## src/rtl/cdf_pkg.sv

```systemverilog
package cdf_pkg;

    typedef struct packed {
        logic lvl;
        logic pulse;
    } out_state_t;

endpackage

```

## src/rtl/cdf_sync.sv

```systemverilog
module cdf_sync #(
    parameter int STAGES = 2
) (
    input  logic clk,
    input  logic rst_n,
    input  logic din,
    output logic dout
);
    logic [STAGES-1:0] chain_d, chain_q;

    always_comb begin
        chain_d = {chain_q[STAGES-2:0], din};
    end

    always_ff @(posedge clk or negedge rst_n) begin
        if (!rst_n) chain_q <= '0;
        else        chain_q <= chain_d;
    end

    assign dout = chain_q[STAGES-1];

    generate
        if (STAGES == 2) begin : g_chk2
            // output is the input from two edges earlier once out of reset
            a_r1_two_stage: assert property (@(posedge clk) disable iff (!rst_n)
                $past(rst_n, 2) |-> (dout == $past(din, 2)));
        end
    endgenerate
endmodule

```

## src/rtl/cdf_qualify.sv

```systemverilog
module cdf_qualify #(
    parameter int TIMER_W = 7
) (
    input  logic               clk,
    input  logic               rst_n,
    input  logic               det_s,
    input  logic               bypass,
    input  logic [TIMER_W-1:0] timer,
    output logic               hold
);
    localparam int RUN_W = TIMER_W + 1;

    typedef struct packed {
        logic [RUN_W-1:0] run;
        logic             hold;
    } qual_state_t;

    qual_state_t st_d, st_q;
    logic [RUN_W:0] len;
    logic [RUN_W:0] target;

    always_comb begin
        len    = {1'b0, st_q.run} + 1'b1;
        target = {1'b0, timer, 1'b0};
        st_d   = st_q;
        if (!det_s) begin
            st_d.run  = '0;
            st_d.hold = 1'b0;
        end else begin
            if (st_q.run != {RUN_W{1'b1}}) st_d.run = st_q.run + 1'b1;
            st_d.hold = bypass | (len >= target);
        end
    end

    always_ff @(posedge clk or negedge rst_n) begin
        if (!rst_n) st_q <= '0;
        else        st_q <= st_d;
    end

    assign hold = st_q.hold;

    // a low synchronized input clears the qualified level on the next edge
    a_r3_drop_now: assert property (@(posedge clk) disable iff (!rst_n)
        !det_s |=> !hold);
    // the qualified level is never set without a high input on the prior edge
    a_r4_needs_high: assert property (@(posedge clk) disable iff (!rst_n)
        hold |-> $past(det_s));
    // bypass lets a high input through on the next edge
    a_r6_bypass: assert property (@(posedge clk) disable iff (!rst_n)
        (bypass && det_s) |=> hold);
endmodule

```

## src/rtl/cdf_outstage.sv

```systemverilog
module cdf_outstage
    import cdf_pkg::*;
(
    input  logic clk,
    input  logic rst_n,
    input  logic hold,
    input  logic detach,
    output logic level,
    output logic pulse,
    output logic rst_req
);
    out_state_t os_d, os_q;

    always_comb begin
        os_d       = os_q;
        os_d.lvl   = hold;
        os_d.pulse = hold ^ os_q.lvl;
    end

    always_ff @(posedge clk or negedge rst_n) begin
        if (!rst_n) os_q <= '0;
        else        os_q <= os_d;
    end

    assign level   = os_q.lvl;
    assign pulse   = os_q.pulse;
    assign rst_req = ~os_q.lvl & ~detach;

    // every change of the level carries an interrupt pulse, and only then
    a_r7_pulse_on_change: assert property (@(posedge clk) disable iff (!rst_n)
        !$stable(level) |-> pulse);
    a_r7_no_idle_pulse: assert property (@(posedge clk) disable iff (!rst_n)
        $stable(level) |-> !pulse);
    // reset request is gated off by detach and never asserted with a cable seen
    a_r8_detach_gate: assert property (@(posedge clk) disable iff (!rst_n)
        detach |-> !rst_req);
    a_r8_level_gate: assert property (@(posedge clk) disable iff (!rst_n)
        rst_req |-> !level);
endmodule

```

## src/rtl/cable_det_filter.sv

```systemverilog
module cable_det_filter #(
    parameter int TIMER_W     = 7,
    parameter int SYNC_STAGES = 2
) (
    input  logic               clk,
    input  logic               rst_n,
    input  logic               det_raw,
    input  logic               filt_bypass,
    input  logic [TIMER_W-1:0] timer_cfg,
    input  logic               rst_detach,
    output logic               det_level,
    output logic               det_int,
    output logic               rx_rst
);
    logic det_s;
    logic hold;

    cdf_sync #(.STAGES(SYNC_STAGES)) u_sync (
        .clk  (clk),
        .rst_n(rst_n),
        .din  (det_raw),
        .dout (det_s)
    );

    cdf_qualify #(.TIMER_W(TIMER_W)) u_qual (
        .clk   (clk),
        .rst_n (rst_n),
        .det_s (det_s),
        .bypass(filt_bypass),
        .timer (timer_cfg),
        .hold  (hold)
    );

    cdf_outstage u_out (
        .clk    (clk),
        .rst_n  (rst_n),
        .hold   (hold),
        .detach (rst_detach),
        .level  (det_level),
        .pulse  (det_int),
        .rst_req(rx_rst)
    );
endmodule

```

## config.mk

```make
export PLATFORM = sky130hd
export DESIGN_NAME = cable_det_filter
export DESIGN_NICKNAME = d
export VERILOG_FILES = /design/src/rtl/cdf_pkg.sv /design/src/rtl/cdf_sync.sv /design/src/rtl/cdf_qualify.sv /design/src/rtl/cdf_outstage.sv /design/src/rtl/cable_det_filter.sv
export SDC_FILE = /design/constraint.sdc
export NUM_CORES = 1
export LEC_CHECK = 0
export BUFFER_PORTS_ARGS = -buffer_cell sky130_fd_sc_hd__clkbuf_2
export CAP_MARGIN = 20
export CORE_UTILIZATION = 56
export DETAILED_ROUTE_END_ITERATION = 8
export GPL_ROUTABILITY_DRIVEN = 0
export PLACE_DENSITY_LB_ADDON = 0.15
export SETUP_SLACK_MARGIN = 0.4
export SLEW_MARGIN = 20
export SYNTH_ARGS = -nofsm -noshare
export SYNTH_HDL_FRONTEND = slang
export SYNTH_SLANG_ARGS = --single-unit
```

## constraint.sdc

```tcl
create_clock -name clk -period 5.8 [get_ports clk]
set_clock_uncertainty 0.05 [all_clocks]
set_input_delay 1.16 -clock clk [delete_from_list [all_inputs] [get_ports clk]]
set_output_delay 1.16 -clock clk [all_outputs]
set_load 0.01 [all_outputs]
```

## After elaboration in Yosys (flattened, before gate mapping)

Cells that the tools add are included.

| operators by class | value |
|---|---|
| add/sub/neg operators | 2 |
| order comparisons | 1 |
| equal/unequal tests | 2 |
| mux-type cells | 2 |
| bitwise logic cells | 5 |

Operators with widths:

| operator | number |
|---|---|
| $add 8x1->9 const B | 1 |
| $ge 9x8->1 | 1 |
| $mux 9 | 1 |
| $add 8x1->8 const B | 1 |
| $mux 8 | 1 |
| $ne 8x8->1 const B | 1 |
| $ne 2x1->1 const B | 1 |
| $not 1->1 | 2 |
| $and 1x1->1 | 1 |
| $or 1x1->1 | 1 |
| $xor 1x1->1 | 1 |

| storage, ports and cells | value |
|---|---|
| register bits after elaboration | 13 |
| input port bits | 12 |
| output and inout bits | 3 |
| word-level logic and storage cells | 17 |

## Logic depth before layout (Yosys ltp)

| logic depth | value |
|---|---|
| depth after elaboration | 4 |
| mapped depth | 8 |

## Modules after synthesis

A second synthesis with hierarchy kept.

| unflattened totals | value |
|---|---|
| cell total of the unflattened synthesis | 75 |
| area total of the unflattened synthesis | 765.7 µm² |

Modules (own cells, without submodules):

| module | instances | cells each | area an instance (µm²) | seq. area each (µm²) |
|---|---|---|---|---|
| cdf_qualify | 1 | 69 | 653.1 | 225.2 |
| cdf_outstage | 1 | 4 | 62.6 | 50.0 |
| cdf_sync | 1 | 2 | 50.0 | 50.0 |

## Least setup slack after synthesis

Ideal clock, no wire load.

| timing path | value |
|---|---|
| path type | input-to-output |
| from | input port rst_detach |
| to | output port rx_rst |
| arrival time | 1.317 ns |
| setup slack | 3.273 ns |
| cell stages on the path | 1 |
| path buffers | 0 |
| path through | nor2_1 |

| on the way | value |
|---|---|
| longest elaborated chain between the ends | 2 |

Ends and longest elaborated chain:

| item | line | source |
|---|---|---|
| from (decl) | cable_det_filter.sv:10 | `input logic rst_detach,` |
| $not 1->1 | cdf_outstage.sv:27 | `assign rst_req = ~os_q.lvl & ~detach;` |
| $and 1x1->1 | cdf_outstage.sv:27 |  |
| to (decl) | cable_det_filter.sv:13 | `output logic rx_rst` |

No other way between the ends.

## Final worst setup path

Same ends and word-level chain as after synthesis.

==> impl_metrics.env <==
export IMPL_fp_dieArea_um2=1500
export IMPL_critical_path_peak_fanout=1
export IMPL_ctsHoldBuffers=0
export IMPL_cp_arrival_ps=1440
export IMPL_async_flop_share_pct=100
export IMPL_vias_per_cell=5.48
export IMPL_initial_utilization_pct=64.4
export IMPL_antenna_cells=0
export IMPL_drc=0
export IMPL_grt_pass1_wl_um=2210
export IMPL_combPwrFrac_pct=12.6
export IMPL_rsz0062_at_grt="no"
export IMPL_totalWireLength_um=1280
export IMPL_critPathRequiredTime_ps=4590
export IMPL_min_delay_path_depth=0
export IMPL_die_h_um=38.7
export IMPL_powerDensity_nw_per_um2=197
export IMPL_drt_iter0_drc=4
export IMPL_synth_seq_cells=13
export IMPL_setup_reg_to_reg_worst_slack_ps=3580
export IMPL_end_kind="output pin"
export IMPL_power_frac_clock_pct=30.2
export IMPL_cts_setup_buffers=0
export IMPL_start_kind="input port"
export IMPL_fin_crit_sh_pct=45.7
export IMPL_fin_util_pct=74.1
export IMPL_whs_endpoint="u_sync.chain_q[1]"
export IMPL_wl_met3_um=50
export IMPL_cts_resized=0
export IMPL_io_pin_count=15
export IMPL_max_freq_ghz=0.377
export IMPL_tns_ps=0
export IMPL_reg2reg_from="u_qual.st_q[1]"
export IMPL_avgSynthCellArea_um2=10.2
export IMPL_setup_violations=0
export IMPL_maxSlewViolCount=0
export IMPL_antenna_found_initial=0
export IMPL_hold_class="flop to flop"
export IMPL_final_cell_mix="clkbuf_2, dfrtp_1, nor2_1"
export IMPL_hold_viol=0
export IMPL_critPathKind="input port to output pin"
export IMPL_syn_nets=94
export IMPL_ys_flop_type="dfrtp_1"
export IMPL_vdd_ir_drop_max_mv=0.169
export IMPL_nets=113
export IMPL_rows=12
export IMPL_p_sw_share_pct=23.4
export IMPL_p_switching_uw=40.0
export IMPL_wl_per_cell_um=12.1
export IMPL_dr_pass1_iters=4
export IMPL_yosysUniqueCellTypes=23
export IMPL_slew_headroom_pct=77.8
export IMPL_cts_tree="built"
export IMPL_ys_warn_count=0
export IMPL_ant_nets=0
export IMPL_p_leak_nw=0.489
export IMPL_seq_area_frac_synth_pct=43.1
export IMPL_p_seq_share_pct=57.3
export IMPL_status="completed"
export IMPL_layout_commonest_cell="clkbuf_2"
export IMPL_syn_area_um2=754
export IMPL_clockBufferDepth=2
export IMPL_wl_met1_um=531
export IMPL_clockRootBuffer="clkbuf_4"
export IMPL_wl_met2_um=676
export IMPL_synth_edf_count=0
export IMPL_finalPower_uw=171
export IMPL_numClockSinks=13
export IMPL_max_cap_violations=0
export IMPL_syn_to_final_growth_pct=15.1
export IMPL_drive_gt1_share_pct=21.7
export IMPL_min_period_ps=2650
export IMPL_cts_buffers_inserted=3
export IMPL_fp_dieW_um=38.7
export IMPL_via_count=581
export IMPL_port_buffers=14
export IMPL_clock_latency_ps=260
export IMPL_hp_start="u_sync.chain_q[0]"
export IMPL_synth_cells=74
export IMPL_r2r_cells=8
export IMPL_core_area_um2=1170
export IMPL_rr_endpoint="u_qual.hold"
export IMPL_dp_hpwl_um=1120
export IMPL_grt_pass1_vias=546
export IMPL_grt_max_degree=14
export IMPL_p_int_uw=131
export IMPL_grt_overflow_total=0
export IMPL_h_tree_depth=1
export IMPL_tightestPinTransition_ps=332
export IMPL_highest_layer="met4"
export IMPL_path_clk_slew_ps=70
export IMPL_grt_usage_pct=22.3
cells by family after synthesis:
kind of cell,Yosys count,synth area share [%]
AOI/OAI and AO/OA,9,8.79
xor gates and xnor gates,8,9.29
adders and majority gates,8,13.3
buffers and inverters,9,4.48
DFF,13,43.1
muxes,2,2.65
and+or+nand+nor,25,18.4
worst max-delay path, stage by stage:
cell and delay (ps):
clkbuf_2 80, nor2_1 70, clkbuf_2 130
cell usage after synthesis (2+ instances only):
| library cell | count | area (µm²) |
|---|---|---|
| mux2i_1 | 2 | 20.0 |
| nor2_1 | 12 | 45.0 |
| inv_1 | 9 | 33.8 |
| xnor2_1 | 3 | 26.3 |
| nor3_1 | 2 | 10.0 |
| xor2_1 | 5 | 43.8 |
| dfrtp_1 | 13 | 325 |
| nand3_1 | 2 | 10.0 |
| ha_1 | 8 | 100 |
| o211ai_1 | 2 | 15.0 |
| nand2_1 | 4 | 15.0 |
flip-flops by register name, summed over array words and instances, names as in the netlist:
register        flops
u_qual.st_q         8
u_sync.chain_q      2
u_out.level         1
u_out.pulse         1
u_qual.hold         1
routing by layer:
| layer | vias up | GRT usage (%) |
|---|---|---|
| met5 | - | 0 |
| met4 | 0 | 7.76 |
| met3 | 2 | 1.73 |
| met2 | 21 | 42.9 |
| met1 | 266 | 25.2 |
| li1 | 292 | - |
through the flow:
stage                     cells  hold WS (ps)  instance area (µm²)  setup WS [ps]
after floorplan              74           281                  754           3270
after global placement      102           282                  842           3150
after detailed placement    102           316                  842           3140
after CTS                   106           331                  868           3140
after global routing        106           331                  868           3110
final                       106           333                  868           3150
how the worst max path moves through the flow:
| stage | from | to | slack (ps) | cells past startpoint |
|---|---|---|---|---|
| after floorplan | rst_detach | rx_rst | 3270 | 1 |
| after global placement | rst_detach | rx_rst | 3150 | 3 |
| after detailed placement | rst_detach | rx_rst | 3140 | 3 |
| after CTS | rst_detach | rx_rst | 3140 | 3 |
| after global routing | rst_detach | rx_rst | 3110 | 3 |
| final | rst_detach | rx_rst | 3150 | 3 |
power groups by stage:
stage	logic, mW	clock network, mW	registers (mW)
3_5_place_dp	0.0219	0	0.0997
6_report	0.0215	0.0516	0.0979
5_1_grt	0.0253	0.0581	0.0984
2_1_floorplan	0.0118	0	0.0996
3_3_place_gp	0.0209	0	0.0994
4_1_cts	0.0220	0.0539	0.0979
area by class of cell:
| type | count | area, µm² |
|---|---|---|
| flip-flops and latches | 13 | 325 |
| multi-input cells | 52 | 395 |
| fillers | 94 | 303 |
| well taps | 14 | 17.5 |
| repair buffers | 14 | 70.1 |
| clock buffers | 4 | 26.3 |
| inverters | 9 | 33.8 |
Note: power is estimated with default switching activity, not from simulation.
